===== config.mk =====
export PLATFORM = sky130hd
export DESIGN_NAME = framed_reg_port
export DESIGN_NICKNAME = d
export VERILOG_FILES = /design/src/rtl/frp_pkg.sv /design/src/rtl/frp_bit_sync.sv /design/src/rtl/frp_sclk_gen.sv /design/src/rtl/frp_sync_pulse.sv /design/src/rtl/frp_engine.sv /design/src/rtl/framed_reg_port.sv
export SDC_FILE = /design/constraint.sdc
export NUM_CORES = 1
export LEC_CHECK = 0
export ABC_AREA = 1
export BUFFER_PORTS_ARGS = -buffer_cell sky130_fd_sc_hd__buf_4
export CORE_ASPECT_RATIO = 0.9
export CORE_MARGIN = 2
export CORE_UTILIZATION = 49
export CTS_CLUSTER_SIZE = 14
export DETAILED_ROUTE_END_ITERATION = 6
export PLACE_DENSITY_LB_ADDON = 0.05
export SLEW_MARGIN = 20
export SYNTH_ARGS = -nofsm -noshare
export SYNTH_HDL_FRONTEND = slang
export SYNTH_SLANG_ARGS = --single-unit

===== constraint.sdc =====
create_clock -name clk -period 3.4 [get_ports clk]
set_input_delay 1.02 -clock clk [delete_from_list [all_inputs] [get_ports clk]]
set_output_delay 1.02 -clock clk [all_outputs]
set_load 0.005 [all_outputs]

===== src/rtl/frp_pkg.sv =====
package frp_pkg;
    typedef enum logic [1:0] {
        ST_IDLE  = 2'd0,
        ST_WRITE = 2'd1,
        ST_READ  = 2'd2
    } xfer_st_e;
endpackage


===== src/rtl/frp_bit_sync.sv =====
module frp_bit_sync #(
    parameter int          W       = 1,
    parameter logic [W-1:0] RST_VAL = '0
) (
    input  logic         clk,
    input  logic         rst_n,
    input  logic [W-1:0] async_i,
    output logic [W-1:0] sync_o
);
    typedef struct packed {
        logic [W-1:0] s1;
        logic [W-1:0] s2;
    } sync_t;

    sync_t r_q, r_d;

    always_comb begin
        r_d    = r_q;
        r_d.s1 = async_i;
        r_d.s2 = r_q.s1;
    end

    always_ff @(posedge clk or negedge rst_n) begin
        if (!rst_n) begin
            r_q.s1 <= RST_VAL;
            r_q.s2 <= RST_VAL;
        end else begin
            r_q <= r_d;
        end
    end

    assign sync_o = r_q.s2;
endmodule


===== src/rtl/frp_sclk_gen.sv =====
module frp_sclk_gen #(
    parameter int HALF_CYC = 2
) (
    input  logic clk,
    input  logic rst_n,
    input  logic run_i,
    output logic sclk_o,
    output logic rise_o,
    output logic fall_o
);
    localparam int DIV_W = (HALF_CYC > 1) ? $clog2(HALF_CYC) : 1;
    localparam logic [DIV_W-1:0] DIV_LAST = DIV_W'(HALF_CYC - 1);

    typedef struct packed {
        logic [DIV_W-1:0] div;
        logic             sclk;
    } gen_t;

    gen_t r_q, r_d;
    logic toggle;

    always_comb begin
        r_d    = r_q;
        toggle = run_i && (r_q.div == DIV_LAST);
        if (!run_i) begin
            r_d.div  = '0;
            r_d.sclk = 1'b0;
        end else if (toggle) begin
            r_d.div  = '0;
            r_d.sclk = ~r_q.sclk;
        end else begin
            r_d.div = r_q.div + 1'b1;
        end
    end

    always_ff @(posedge clk or negedge rst_n) begin
        if (!rst_n) begin
            r_q <= '0;
        end else begin
            r_q <= r_d;
        end
    end

    assign sclk_o = r_q.sclk;
    assign rise_o = toggle && !r_q.sclk;
    assign fall_o = toggle && r_q.sclk;

    // a stopped generator parks its clock low
    p_idle_low_r3: assert property (@(posedge clk) disable iff (!rst_n)
        !run_i |=> !sclk_o);
endmodule


===== src/rtl/frp_sync_pulse.sv =====
module frp_sync_pulse #(
    parameter int PULSE_CYC = 4
) (
    input  logic clk,
    input  logic rst_n,
    input  logic sync_n_s,
    output logic pulse_o
);
    localparam int PC_W = $clog2(PULSE_CYC + 1);

    typedef struct packed {
        logic            prev;
        logic [PC_W-1:0] cnt;
    } pls_t;

    pls_t r_q, r_d;

    always_comb begin
        r_d      = r_q;
        r_d.prev = sync_n_s;
        if (r_q.prev && !sync_n_s) begin
            r_d.cnt = PC_W'(PULSE_CYC);
        end else if (r_q.cnt != '0) begin
            r_d.cnt = r_q.cnt - 1'b1;
        end
    end

    always_ff @(posedge clk or negedge rst_n) begin
        if (!rst_n) begin
            r_q.prev <= 1'b1;
            r_q.cnt  <= '0;
        end else begin
            r_q <= r_d;
        end
    end

    assign pulse_o = (r_q.cnt != '0);

    // a falling sync edge starts the filter reset pulse
    p_pulse_start_r12: assert property (@(posedge clk) disable iff (!rst_n)
        (r_q.prev && !sync_n_s) |=> pulse_o);
endmodule


===== src/rtl/frp_engine.sv =====
module frp_engine
    import frp_pkg::*;
#(
    parameter int WORD_W = 24
) (
    input  logic              clk,
    input  logic              rst_n,
    input  logic              mode_self,
    input  logic              addr_sel,
    input  logic              tx_s,
    input  logic              rx_s,
    input  logic              sclk_s,
    input  logic              sdi,
    input  logic [WORD_W-1:0] conv_data,
    input  logic              g_sclk,
    input  logic              g_rise,
    input  logic              g_fall,
    output logic              run_o,
    output logic              sdo_o,
    output logic              sdo_oe_o,
    output logic [WORD_W-1:0] ctrl_o,
    output logic [WORD_W-1:0] cal_o
);
    localparam int CNT_W = $clog2(WORD_W + 1);
    localparam logic [CNT_W-1:0] CNT_FULL = CNT_W'(WORD_W);
    localparam logic [CNT_W-1:0] CNT_LAST = CNT_W'(WORD_W - 1);

    typedef struct packed {
        xfer_st_e          st;
        logic [CNT_W-1:0]  cnt;
        logic              addr_hi;
        logic              sclk_p;
        logic [WORD_W-1:0] sh;
        logic [WORD_W-1:0] ctrl;
        logic [WORD_W-1:0] cal;
    } eng_t;

    eng_t r_q, r_d;
    logic rise, fall, full, done_self, commit_ctrl;
    logic [WORD_W-1:0] shifted_in;

    always_comb begin
        r_d         = r_q;
        r_d.sclk_p  = sclk_s;
        rise        = mode_self ? g_rise : (sclk_s && !r_q.sclk_p);
        fall        = mode_self ? g_fall : (!sclk_s && r_q.sclk_p);
        full        = (r_q.cnt == CNT_FULL);
        done_self   = full && !g_sclk;
        shifted_in  = {r_q.sh[WORD_W-2:0], sdi};
        commit_ctrl = 1'b0;
        case (r_q.st)
            ST_IDLE: begin
                if (!tx_s) begin
                    r_d.st      = ST_WRITE;
                    r_d.cnt     = '0;
                    r_d.addr_hi = addr_sel;
                    r_d.sh      = '0;
                end else if (!rx_s) begin
                    r_d.st      = ST_READ;
                    r_d.cnt     = '0;
                    r_d.addr_hi = addr_sel;
                    r_d.sh      = addr_sel ? conv_data : r_q.ctrl;
                end
            end
            ST_WRITE: begin
                if (tx_s) begin
                    r_d.st = ST_IDLE;
                end else if (rise && !full) begin
                    r_d.sh  = shifted_in;
                    r_d.cnt = r_q.cnt + 1'b1;
                    if (r_q.cnt == CNT_LAST) begin
                        if (r_q.addr_hi) begin
                            r_d.cal = shifted_in;
                        end else begin
                            r_d.ctrl    = shifted_in;
                            commit_ctrl = 1'b1;
                        end
                    end
                end
            end
            ST_READ: begin
                if (rx_s) begin
                    r_d.st = ST_IDLE;
                end else begin
                    if (rise && !full) begin
                        r_d.cnt = r_q.cnt + 1'b1;
                    end
                    if (fall && (r_q.cnt != '0)) begin
                        r_d.sh = {r_q.sh[WORD_W-2:0], 1'b0};
                    end
                end
            end
            default: r_d.st = ST_IDLE;
        endcase
    end

    always_ff @(posedge clk or negedge rst_n) begin
        if (!rst_n) begin
            r_q.st      <= ST_IDLE;
            r_q.cnt     <= '0;
            r_q.addr_hi <= 1'b0;
            r_q.sclk_p  <= 1'b0;
            r_q.sh      <= '0;
            r_q.ctrl    <= '0;
            r_q.cal     <= '0;
        end else begin
            r_q <= r_d;
        end
    end

    assign run_o    = mode_self && (r_q.st != ST_IDLE) && !done_self;
    assign sdo_oe_o = (r_q.st == ST_READ);
    assign sdo_o    = r_q.sh[WORD_W-1] && sdo_oe_o;
    assign ctrl_o   = r_q.ctrl;
    assign cal_o    = r_q.cal;

    // the bit counter never passes one word
    p_cnt_bound_r3: assert property (@(posedge clk) disable iff (!rst_n)
        r_q.cnt <= CNT_FULL);

    // read data moves only on a falling serial edge
    p_sdo_stable_r7: assert property (@(posedge clk) disable iff (!rst_n)
        (sdo_oe_o && !fall) |=> (!sdo_oe_o || $stable(sdo_o)));

    // a released read strobe removes the data drive next cycle
    p_sdo_hiz_r8: assert property (@(posedge clk) disable iff (!rst_n)
        rx_s |=> !sdo_oe_o);

    // control register changes only on a completed word
    p_ctrl_hold_r9: assert property (@(posedge clk) disable iff (!rst_n)
        !commit_ctrl |=> $stable(ctrl_o));
endmodule


===== src/rtl/framed_reg_port.sv =====
module framed_reg_port #(
    parameter int WORD_W    = 24,
    parameter int HALF_CYC  = 2,
    parameter int PULSE_CYC = 4
) (
    input  logic              clk,
    input  logic              rst_n,
    input  logic              mode_self,
    input  logic              addr_sel,
    input  logic              tx_frame_n,
    input  logic              rx_frame_n,
    input  logic              sclk_in,
    output logic              sclk_out,
    output logic              sclk_oe,
    input  logic              sdi,
    output logic              sdo,
    output logic              sdo_oe,
    input  logic              sync_n,
    output logic              filt_rst,
    input  logic [WORD_W-1:0] conv_data,
    output logic [WORD_W-1:0] ctrl_word,
    output logic [WORD_W-1:0] cal_word
);
    localparam int NSYNC = 4;

    logic [NSYNC-1:0] raw_in, synced;
    logic tx_s, rx_s, sclk_s, sync_s;
    logic run, g_sclk, g_rise, g_fall;

    assign raw_in = {sync_n, rx_frame_n, tx_frame_n, sclk_in};
    assign sclk_s = synced[0];
    assign tx_s   = synced[1];
    assign rx_s   = synced[2];
    assign sync_s = synced[3];

    frp_bit_sync #(.W(NSYNC), .RST_VAL(4'b1110)) u_sync (
        .clk(clk), .rst_n(rst_n), .async_i(raw_in), .sync_o(synced)
    );

    frp_sclk_gen #(.HALF_CYC(HALF_CYC)) u_gen (
        .clk(clk), .rst_n(rst_n), .run_i(run),
        .sclk_o(g_sclk), .rise_o(g_rise), .fall_o(g_fall)
    );

    frp_engine #(.WORD_W(WORD_W)) u_eng (
        .clk(clk), .rst_n(rst_n), .mode_self(mode_self), .addr_sel(addr_sel),
        .tx_s(tx_s), .rx_s(rx_s), .sclk_s(sclk_s), .sdi(sdi),
        .conv_data(conv_data), .g_sclk(g_sclk), .g_rise(g_rise), .g_fall(g_fall),
        .run_o(run), .sdo_o(sdo), .sdo_oe_o(sdo_oe),
        .ctrl_o(ctrl_word), .cal_o(cal_word)
    );

    frp_sync_pulse #(.PULSE_CYC(PULSE_CYC)) u_pls (
        .clk(clk), .rst_n(rst_n), .sync_n_s(sync_s), .pulse_o(filt_rst)
    );

    assign sclk_out = g_sclk;
    assign sclk_oe  = run;

    // external mode never drives the clock pin
    p_oe_ext_r2: assert property (@(posedge clk) disable iff (!rst_n)
        !mode_self |-> !sclk_oe);
endmodule


## Word-level counts from Yosys, hierarchy flattened

Index checks and enable logic that the tools add are counted.

| storage, ports and cells | value |
|---|---|
| register bits after elaboration | 95 |
| input port bits | 33 |
| output and inout bits | 53 |
| word-level logic and storage cells | 89 |

| operators by class | value |
|---|---|
| add/sub/neg operators | 3 |
| equality and inequality tests | 13 |
| muxes and demuxes | 27 |
| bitwise operators | 3 |
| reductions and logical operators | 30 |

Operators by type and width:

| kind | number |
|---|---|
| $mux 24 | 7 |
| $mux 72 | 2 |
| $pmux 24 s3 | 1 |
| $mux 48 | 1 |
| $mux 8 | 2 |
| $mux 5 | 3 |
| $pmux 5 s3 | 1 |
| $ne 2x2->1 const B | 7 |
| $logic_and 1x1->1 | 12 |
| $eq 5x5->1 const B | 2 |
| $reduce_and 5->1 | 2 |
| $logic_not 1->1 | 6 |
| $mux 2 | 3 |
| $mux 3 | 2 |
| $pmux 2 s3 | 1 |
| $reduce_and 6->1 | 1 |
| $reduce_bool 3->1 | 2 |
| $add 5x1->5 const B | 1 |
| $reduce_bool 5->1 | 1 |
| $mux 1 | 4 |
| $reduce_and 4->1 | 1 |
| $reduce_bool 2->1 | 2 |
| $ne 3x3->1 const B | 1 |
| $not 1->1 | 3 |
| other kinds (8) | 8 |

## Longest topological paths before layout

Gate-level depths: netlist of run 1.

| logic depth | value |
|---|---|
| word-level depth | 11 |
| mapped depth | 14 |
| mapped depth without buffers | 13 |

## Hierarchy

Synthesis of run 1 repeated with hierarchy kept, for this count alone.

| second synthesis, totals | value |
|---|---|
| cells, all modules | 625 |
| area total of the unflattened synthesis | 5038.6 um^2 |

By module, submodules not included:

| module | times used | cells an instance | area an instance (um^2) | seq. area each (um^2) |
|---|---|---|---|---|
| frp_engine | 1 | 581 | 4536.9 | 2026.9 |
| frp_bit_sync | 1 | 8 | 207.7 | 207.7 |
| frp_sync_pulse | 1 | 24 | 203.9 | 101.3 |
| frp_sclk_gen | 1 | 12 | 90.1 | 50.0 |

## Worst setup path before layout of run 1

OpenSTA, ideal clock, no wires.

| timing path | value |
|---|---|
| kind | input -> output |
| start point | input mode_self |
| end point | output sclk_oe |
| data arrival time | 1.283 ns |
| data required time | 2.380 ns |
| slack | 1.097 ns |
| cell stages on the path | 4 |
| cells stage by stage | inv_1 nor2_1 nand2_1 inv_1 |

| on the way | value |
|---|---|
| cells in the longest elaborated chain, start to end | 2 |

RTL lines:

| item | RTL line | source |
|---|---|---|
| start, declared | framed_reg_port.sv:8 | `input logic mode_self,` |
| $logic_and 1x1->1 (2 in series) | frp_engine.sv:111 | `assign run_o = mode_self && (r_q.st != ST_IDLE) && !done_self;` |
| end, declared | framed_reg_port.sv:14 | `output logic sclk_oe,` |

Every way passes these cells.

## Worst setup path after layout of run 1

Ends and elaborated chain as after synthesis.

==> reports/results.ini, run 1 <==
[sta]
relSlewSlack_pct = 62.00
worst_pin_slew_ns = 0.5700
hold_viol = 0
final-setup-viol-count = 0
fin_crit_ns = 2.538
final.period_utilization_pct = 74.65
tns_ns = 0
fmax_mhz = 394.0
slew_violations = 0
finClkSkew_ns = 0.008119
grt_setup_unrepaired = no

[route]
detail-route-antenna-nets = 0
wl_per_cell_um = 14.80
routed_wl_um = 11980
drtPass1Iterations = 5
viasPerCell = 5.010
vias = 4053
drcViolationCount = 0
drt-initial-drc-count = 280

[synth]
ys_warn_count = 0
synthCells = 646
synth_fp_nets = 687
yosysSeqAreaShare_pct = 47.62
synth-seq-cells = 95
syn-cell-area_sq_um = 5011
avgSynthCellArea_sq_um = 7.757
synthDistinctLibCells = 28

[clock_network]
cts-root-buf = clkbuf_16
clk_latency_ns = 0.34
h-tree-depth = 3
post_cts_resized = 0
clock-sinks = 95
clock_path_buffers = 2
post_cts_buffers = 0
cts_buffers = 9
cts_hold_buf = 0
cts_tree = built
clk_pin_slew_ns = 0.06

[worst_setup_path]
endpoint_kind = output pin
regToRegStartpoint = u_eng.r_q[79]
r2r_cells = 10
crit_fanout = 4
critPathArrivalTime_ns = 1.52
start_kind = input port
r2r_setup_slack_ns = 1.00
worstPathRequired_ns = 2.38
worstSetupPathType = input port to output pin
rr_endpoint = u_eng.ctrl_o[15]

[finish]
syn_to_final_growth_pct = 13.78
design_area_sq_um = 5702
drive_above_1_share_pct = 18.24
nFillCells = 963
n_antenna_cell = 0
nets = 717

[die]
dieArea_sq_um = 11050
die_y_um = 99.94
start_util_pct = 49.54
core_sq_um = 10120
row_count = 35
num_io_pins = 86
die_w_um = 110.6

[placement]
post-dp-hpwl_um = 8083
gp_congestion = 0.8004
portBuffers = 85
dpl-instance-area_sq_um = 5396

[global_route]
antenna_found_initial = 0
overflow = 0
grt_max_degree = 43
grt_pass1_vias = 3908
grt_use_total_pct = 23.25
grt_pass1_wl_um = 20240

[pwr]
power_density_nw_per_um2 = 660.1
peakVddDrop_mv = 0.4907
p_leak_uw = 0.003333
power_uw = 3763

[hold_path]
hold_depth = 0
hold_class = flop to flop
worstHoldStart = u_sync.r_d[2]
worstHoldEndpoint = u_sync.sync_o[2]

[job]
max-cap-violations = 0

[status]
status = finished, final reports clean

worst max-delay path by stage:
stage                  startpoint               end  slack, ns
CTS                 u_eng.r_q[74]           sclk_oe       0.84
detailed placement      mode_self  u_eng.ctrl_o[15]       0.63
global route        u_eng.r_q[74]           sclk_oe       0.70
global placement        mode_self   u_eng.ctrl_o[4]       0.79
floorplan               mode_self           sclk_oe       1.10
finish                  mode_self           sclk_oe       0.86
kinds of logic (layout without fill, tap and decap cells):
logic type,count (synthesis),in the layout,share of synthesized area (%)
and+or+nand+nor,350,350,28.21
buffers and inverters,130,164,14.13
DFF,95,95,47.62
AOI/OAI and AO/OA,61,61,7.691
adders and majority gates,8,8,1.998
xor gates and xnor gates,2,2,0.3496
sequential cells by signal (all words and copies together) (netlist names):
signal	flops
u_sync.r_d	4
u_eng.cal_o	24
u_eng.ctrl_o	24
u_eng.r_q	33
u_gen.sclk_o	1
u_sync.sync_o	4
u_gen.r_q	1
u_pls.r_q	4
cell usage after synthesis:
cell type | count | area share, %
nand2_1 | 269 | 20
dfrtp_1 | 88 | 44
nand3_1 | 60 | 6.0
buf_4 | 48 | 7.2
inv_1 | 48 | 3.6
o21ai_0 | 31 | 3.1
o21a_1 | 23 | 3.4
buf_2 | 14 | 1.4
nor2_1 | 14 | 1.0
clkbuf_1 | 12 | 0.90
ha_1 | 8 | 2.0
dfstp_2 | 7 | 3.7
buf_6 | 3 | 0.67
inv_2 | 3 | 0.22
clkinv_1 | 2 | 0.15
nand2_2 | 2 | 0.25
nand4_1 | 2 | 0.25
o22ai_1 | 2 | 0.25
a211oi_1 | 1 | 0.15
a21oi_1 | 1 | 0.10
a21oi_2 | 1 | 0.17
a21oi_4 | 1 | 0.32
nand3_2 | 1 | 0.20
nor2_4 | 1 | 0.22
nor3_1 | 1 | 0.10
o211ai_1 | 1 | 0.15
xnor2_1 | 1 | 0.17
xor2_1 | 1 | 0.17
report_power, final:
group	internal, uW	switching, uW	total [uW]
registers	1300	193	1500
clock network	643	413	1060
logic	377	833	1210
total	2320	1440	3760
metal layers:
| layer | share of wire [%] | routed length (um) | track usage, % |
|---|---|---|---|
| met1 | 49 | 5841 | 33.25 |
| met2 | 44 | 5221 | 35.16 |
| met3 | 6.7 | 802 | 6.703 |
| met4 | 0.94 | 112 | 5.962 |
| met5 | 0 | 0 | 0 |
critical path, cell delays in order:
cell     delay (ns)
buf_4          0.10
inv_1          0.05
nor2_1         0.12
nand2_1        0.08
inv_1          0.05
buf_4          0.09
metrics by stage:
step / worst slack, ns / util [%] / cells / hold WS (ns)
2_1_floorplan: 1.097 / - / 646 / 0.3312
3_3_place_gp: 0.7948 / 53.35 / 794 / 0.3385
3_5_place_dp: 0.6343 / 53.35 / 794 / 0.3443
4_1_cts: 0.8395 / 56.36 / 809 / 0.3552
5_1_grt: 0.6983 / 56.36 / 809 / 0.3590
6_report: 0.8618 / 56.36 / 809 / 0.3546
cell type report:
| type | instances | area [sq um] | area share, % |
|---|---|---|---|
| flip-flops and latches | 95 | 2386 | 41.85 |
| multi-input cells | 421 | 1917 | 33.62 |
| repair buffers | 96 | 733.2 | 12.86 |
| clock buffers | 12 | 236.5 | 4.147 |
| inverters | 53 | 198.9 | 3.489 |
| well taps | 129 | 161.4 | 2.831 |
| clock inverters | 3 | 68.82 | 1.207 |
placed cells by master (no fill, tap or decap), types with 3 or more instances in the layout:
cell type / netlist / final
inv_1: 48 / 48
clkbuf_1: 12 / 3
buf_4: 48 / 95
o21ai_0: 31 / 31
ha_1: 8 / 8
clkbuf_16: 0 / 9
nand2_1: 269 / 269
nor2_1: 14 / 14
dfrtp_1: 88 / 88
inv_2: 3 / 3
dfstp_2: 7 / 7
nand3_1: 60 / 60
o21a_1: 23 / 23
No activity file was read; power rests on OpenSTA's default activity.
==> run 2, diff against run 1 <==
Settings changed: ABC_AREA 1 to 0.
Clock period 3.4 ns to 2.5 ns, I/O delays scaled along.
==> reports/results.ini, run 2 <==
[status]
status = finished, final reports clean

[pwr]
power_density_nw_per_um2 = 847.2  ; +28%
p_leak_uw = 0.003097  ; -7.1%
power_uw = 5140  ; +37%
peakVddDrop_mv = 0.5711  ; +16%

[sta]
worst_pin_slew_ns = 0.4765  ; -0.09353 ns
fin_crit_ns = 2.404
relSlewSlack_pct = 68.24  ; +6.2 points
fin_ws_ns = 0.09633  ; -0.7655 ns
hold_viol = 0  ; unchanged
final.period_utilization_pct = 96.15
slew_violations = 0  ; unchanged
fmax_mhz = 416.0
final-setup-viol-count = 0  ; unchanged
finClkSkew_ns = 0.006724  ; -0.001395 ns

[placement]
gp_congestion = 0.7479  ; -6.6%
place_ws_ns = -0.1517  ; -0.7859 ns
post-dp-hpwl_um = 7612  ; -5.8%
portBuffers = 85  ; unchanged

[route]
wl_per_cell_um = 17.26  ; +17%
drtPass1Iterations = 4  ; -1
detail-route-antenna-nets = 0  ; unchanged
drcViolationCount = 0  ; unchanged
drt-initial-drc-count = 159  ; -43%
viasPerCell = 5.433  ; +8.5%
vias = 3461  ; -15%
routed_wl_um = 11000  ; -8.2%

[die]
num_io_pins = 86  ; unchanged
die_y_um = 101.4  ; +1.5%
dieArea_sq_um = 11380  ; +3.0%
start_util_pct = 50.42  ; +0.88 points
die_w_um = 112.2  ; +1.5%
row_count = 35  ; unchanged
core_sq_um = 10250  ; +1.3%

[finish]
syn_to_final_growth_pct = 17.44
final_cell_mix = 113 x buf_4, 88 x dfrtp_1, 51 x mux2_1
largest_reg_flops = 33  ; unchanged
nets = 544  ; -24%
drive_above_1_share_pct = 33.27  ; +15 points
postLayoutCoreUtil_pct = 59.21  ; +2.8 points
mostFrequentLayoutCell = buf_4
n_antenna_cell = 0  ; unchanged
regMostFlops = u_eng.r_q

[synth]
synthDistinctLibCells = 53  ; +89%
synth_fp_nets = 491  ; -29%
synthArstFlopShare_pct = 100.0  ; unchanged
ys_top_cells_by_count = 88 x dfrtp_1, 51 x mux2_1, 50 x buf_4
yosys.area.top_type_share_pct = 42.63  ; -1.3 points
synthCells = 450  ; -30%
synth-seq-cells = 95  ; unchanged
synth.most_common_cell = dfrtp_1
synth-edff-count = 0  ; unchanged
syn-cell-area_sq_um = 5166  ; +3.1%
synth_area_leaders = dfrtp_1 43%, mux2_1 11%, buf_4 7.3%
ys_warn_count = 0  ; unchanged
avgSynthCellArea_sq_um = 11.48  ; +48%
synth_top_flop_cell = dfrtp_1
yosysTopAreaCell = dfrtp_1
yosysSeqAreaShare_pct = 46.19  ; -1.4 points

[hold_path]
hold_class = flop to flop

[worst_setup_path]
endpoint_kind = flop
critPathArrivalTime_ns = 2.63  ; +1.11 ns
worstSetupPathType = flop to flop
crit_fanout = 10  ; +6
worstPathRequired_ns = 2.72  ; +0.34 ns
start_kind = flop

[clock_network]
clk_pin_slew_ns = 0.07  ; about the same
h-tree-depth = 3  ; unchanged
cts_hold_buf = 0  ; unchanged
clock_path_buffers = 2  ; unchanged
cts_tree = built
cts_buffers = 9  ; unchanged
clock-sinks = 95  ; unchanged
cts-root-buf = clkbuf_16
clk_latency_ns = 0.34  ; about the same

[global_route]
grt_pass1_wl_um = 18400  ; -9.1%
overflow = 0  ; unchanged
antenna_found_initial = 0  ; unchanged
grt_use_total_pct = 20.43  ; -2.8 points
grt_pass1_vias = 3461  ; -11%
grt_max_degree = 42  ; -2.3%

[job]
max-cap-violations = 0  ; unchanged

==> run 2: cell types whose count changed after synthesis, moves of 16 or more <==
| cell | delta |
|---|---|
| mux2_4 | +20 |
| inv_1 | -35 |
| nor3_1 | +23 |
| nand2_1 | -239 |
| nor2_1 | +16 |
| a221o_1 | +23 |
| mux2_1 | +51 |
| o21a_1 | -23 |
| o21ai_0 | -28 |
| nand3_1 | -59 |
| mux2i_1 | +25 |
==> run 2: routing by layer <==
layer	track usage, %	part of all wire [%]	up-vias
li1	-	-	1657
met3	4.548	4.6	14
met1	29.67	50	1696
met5	0	0	-
met2	30.72	44	94
met4	6.754	1.4	0
==> run 2: logic make-up (layout without fill, tap and decap cells) <==
family,Yosys count,count (layout),synth area share (%)
muxes,97,97,21.99
and+or+nand+nor,112,112,11.04
xor gates and xnor gates,2,2,0.3391
DFF,95,95,46.19
AOI/OAI and AO/OA,49,49,8.113
buffers and inverters,87,145,10.39
adders and majority gates,8,8,1.938
==> run 2: worst paths after layout <==
check | startpoint | endpoint | slack (ns) | depth (start not counted)
min | u_sync.r_d[0] | u_sync.sync_o[0] | 0.35 | 0
min in group asynchronous | rst_n | u_pls.r_q[1] | 0.36 | 1
max in group asynchronous | rst_n | u_sync.r_d[1] | 1.43 | 2
max | u_eng.r_q[79] | u_eng.cal_o[19] | 0.1 | 7
max reg2reg | u_eng.r_q[79] | u_eng.cal_o[19] | 0.1 | 7
min reg2reg | u_sync.r_d[0] | u_sync.sync_o[0] | 0.35 | 0
==> run 2: report_power, final <==
| part | internal, uW | switching [uW] | total, uW |
|---|---|---|---|
| Sequential | 1790 | 296 | 2080 |
| Combinational | 718 | 880 | 1600 |
| Clock | 876 | 583 | 1460 |
| Total | 3380 | 1760 | 5140 |
==> run 2: critical path, cell delays in order (launching register included) <==
cell       delay (ns)
dfrtp_1          0.43
inv_1            0.09
ha_1             0.22
nand4bb_1        0.25
nand2_4          0.12
or4b_2           0.64
buf_4            0.24
mux2_4           0.31
==> run 2: final cells by class <==
class                           instances  area, sq um
Fill cell                             882         4180
Sequential cell                        95         2386
Multi-Input combinational cell        268         2250
Timing Repair Buffer                  116        908.4
Clock buffer                           10        229.0
Tap cell                              129        161.4
Clock inverter                          6        83.83
Inverter                               13        48.80
==> run 2: through the flow <==
step             TNS (ns)  instance area, sq um  instances  hold WS (ns)
2_1_floorplan           0                  5166        450        0.3312
3_3_place_gp       -3.835                  5725        618        0.3323
3_5_place_dp       -4.054                  5725        618        0.3424
4_1_cts                 0                  6040        634        0.3569
5_1_grt        -0.0001215                  6067        637        0.3602
6_report                0                  6067        637        0.3532
==> run 2: timing repair <==
item	CTS	global route
endpoints found under the setup margin	1	25
pin swaps	0	1
gates resized for setup	1	3
buffers inserted	0	3
==> run 3, diff against run 2 <==
Settings changed: ABC_AREA 0 to 1.
==> reports/results.ini, run 3 (synthesized netlist as in run 1, its figures left out) <==
[worst_setup_path]
cpMostUsedCell = nand2_1
worstPathRequired_ns = 1.75  ; -0.97 ns
critPathArrivalTime_ns = 1.55  ; -1.08 ns
crit_chain = inv_1, ha_1, nand2_1, clkinv_1, nand2_1, inv_1, nand2_1, nand2_1, inv_1, buf_4
crit_slowest_cell = dfrtp_1
worstSetupPathType = flop to output pin
max_stage_delay_ns = 0.39  ; -0.25 ns
start_kind = flop
endpoint_kind = output pin
r2r_cells = 10  ; +3
crit_fanout = 4  ; -6

[global_route]
grt_use_total_pct = 22.36  ; +1.9 points
antenna_found_initial = 0  ; unchanged
grt_pass1_vias = 3892  ; +12%
grt_pass1_wl_um = 19890  ; +8.1%
overflow = 0  ; unchanged
grt_max_degree = 45  ; +7.1%

[route]
viasPerCell = 4.982  ; -8.3%
detail-route-antenna-nets = 0  ; unchanged
vias = 4040  ; +17%
drt-initial-drc-count = 287  ; +81%
drtPass1Iterations = 7  ; +3
drcViolationCount = 0  ; unchanged
wl_per_cell_um = 14.56  ; -16%
routed_wl_um = 11810  ; +7.4%

[hold_path]
hold_class = flop to flop
hold_depth = 0  ; unchanged

[clock_network]
h-tree-depth = 3  ; unchanged
post_cts_buffers = 0  ; unchanged
cts-root-buf = clkbuf_16
clk_latency_ns = 0.34  ; about the same
post_cts_resized = 0  ; -1
cts_hold_buf = 0  ; unchanged
clock_path_buffers = 2  ; unchanged
clk_pin_slew_ns = 0.06  ; about the same
clock-sinks = 95  ; unchanged
cts_tree = built
cts_buffers = 9  ; unchanged

[sta]
fmax_mhz = 434.3  ; +4.4%
final-setup-viol-count = 0  ; unchanged
grt_setup_unrepaired = no
relSlewSlack_pct = 59.02  ; -9.2 points
tns_ns = 0  ; unchanged
final.period_utilization_pct = 92.11  ; -4.0 points
slew_violations = 0  ; unchanged
fin_crit_ns = 2.303  ; -0.1009 ns
hold_viol = 0  ; unchanged
worst_pin_slew_ns = 0.6147  ; +0.1382 ns
finClkSkew_ns = 0.006009  ; -0.0007148 ns

[finish]
regMostFlops = u_eng.r_q
syn_to_final_growth_pct = 14.33
n_antenna_cell = 0  ; unchanged
instances_no_fill = 811  ; +27%
drive_above_1_share_pct = 18.77  ; -14 points
final_cell_mix = 269 x nand2_1, 94 x buf_4, 88 x dfrtp_1
design_area_sq_um = 5729  ; -5.6%
largest_reg_flops = 33  ; unchanged
nets = 718  ; +32%
mostFrequentLayoutCell = nand2_1
postLayoutCoreUtil_pct = 56.64  ; -2.6 points
nFillCells = 946  ; +7.3%

[placement]
gp_congestion = 0.8342  ; +12%
portBuffers = 85  ; unchanged
post-dp-hpwl_um = 8082  ; +6.2%
place_inst = 795  ; +29%
dpl-instance-area_sq_um = 5429  ; -5.2%

[die]
core_sq_um = 10120  ; -1.3%
row_count = 35  ; unchanged
dieArea_sq_um = 11050  ; -2.9%
die_w_um = 110.6  ; -1.5%
start_util_pct = 49.54  ; -0.88 points
die_y_um = 99.94  ; -1.5%
num_io_pins = 86  ; unchanged

[status]
status = finished, final reports clean

[pwr]
peakVddDrop_mv = 0.4986  ; -13%
power_uw = 5092  ; -0.93%
power_density_nw_per_um2 = 888.8  ; +4.9%
p_leak_uw = 0.003338  ; +7.8%

[job]
max-cap-violations = 0  ; unchanged

-- run 3: cell types whose count changed in the layout (fill, tap and decap cells not counted), moves of 19 or more --
cell,delta
nor3_1,-23
nand2_1,+239
nand3_1,+59
a221o_1,-23
buf_4,-19
o21ai_0,+28
inv_1,+36
mux2_1,-51
mux2i_1,-25
mux2_4,-20
o21a_1,+23
-- run 3: worst paths after layout --
path / startpoint / endpoint / slack (ns)
max reg2reg: u_eng.r_q[79] / u_eng.ctrl_o[4] / 0.32
max: u_eng.r_q[74] / sclk_oe / 0.20
min reg2reg: u_sync.r_d[0] / u_sync.sync_o[0] / 0.35
min in group asynchronous: rst_n / u_eng.r_q[67] / 0.43
min: u_sync.r_d[0] / u_sync.sync_o[0] / 0.35
max in group asynchronous: rst_n / u_eng.ctrl_o[14] / 1.51
-- run 3: power breakdown --
part	leakage, uW	total [uW]	internal [uW]	switching (uW)
logic	0.00193	1670	552	1120
registers	0.00127	2040	1770	270
clock network	0.000139	1370	781	593
total	0.00334	5090	3110	1990
-- run 3: layout make-up --
| class | instances | area, sq um | share of cell area (%) |
|---|---|---|---|
| flip-flops and latches | 95 | 2386 | 41.65 |
| multi-input cells | 421 | 1917 | 33.46 |
| repair buffers | 97 | 765.7 | 13.37 |
| clock buffers | 10 | 229.0 | 3.997 |
| inverters | 53 | 198.9 | 3.472 |
| well taps | 129 | 161.4 | 2.817 |
| clock inverters | 6 | 71.32 | 1.245 |
-- run 3: stage by stage --
step	hold WS (ns)	setup slack, ns
floorplan	0.3312	0.6466
global placement	0.3374	0.3153
detailed placement	0.3413	0.2191
CTS	0.3563	0.1905
global route	0.3577	0.07531
finish	0.3538	0.1972
-- run 3: layer usage --
layer / vias to the layer above / part of all wire (%) / global-route usage, %
li1: 2025 / - / -
met2: 135 / 43 / 33.27
met3: 14 / 5.8 / 4.167
met4: 0 / 1.3 / 6.442
met5: - / 0 / 0
met1: 1866 / 50 / 33.65
-- run 3: critical path, delay by kind of cell (launching register included) --
kind / cells / cell delay [ns]
flip-flops: 1 / 0.39
buffers and inverters: 5 / 0.37
AND/OR/NAND/NOR: 4 / 0.27
adder cells (fa/ha/maj): 1 / 0.21
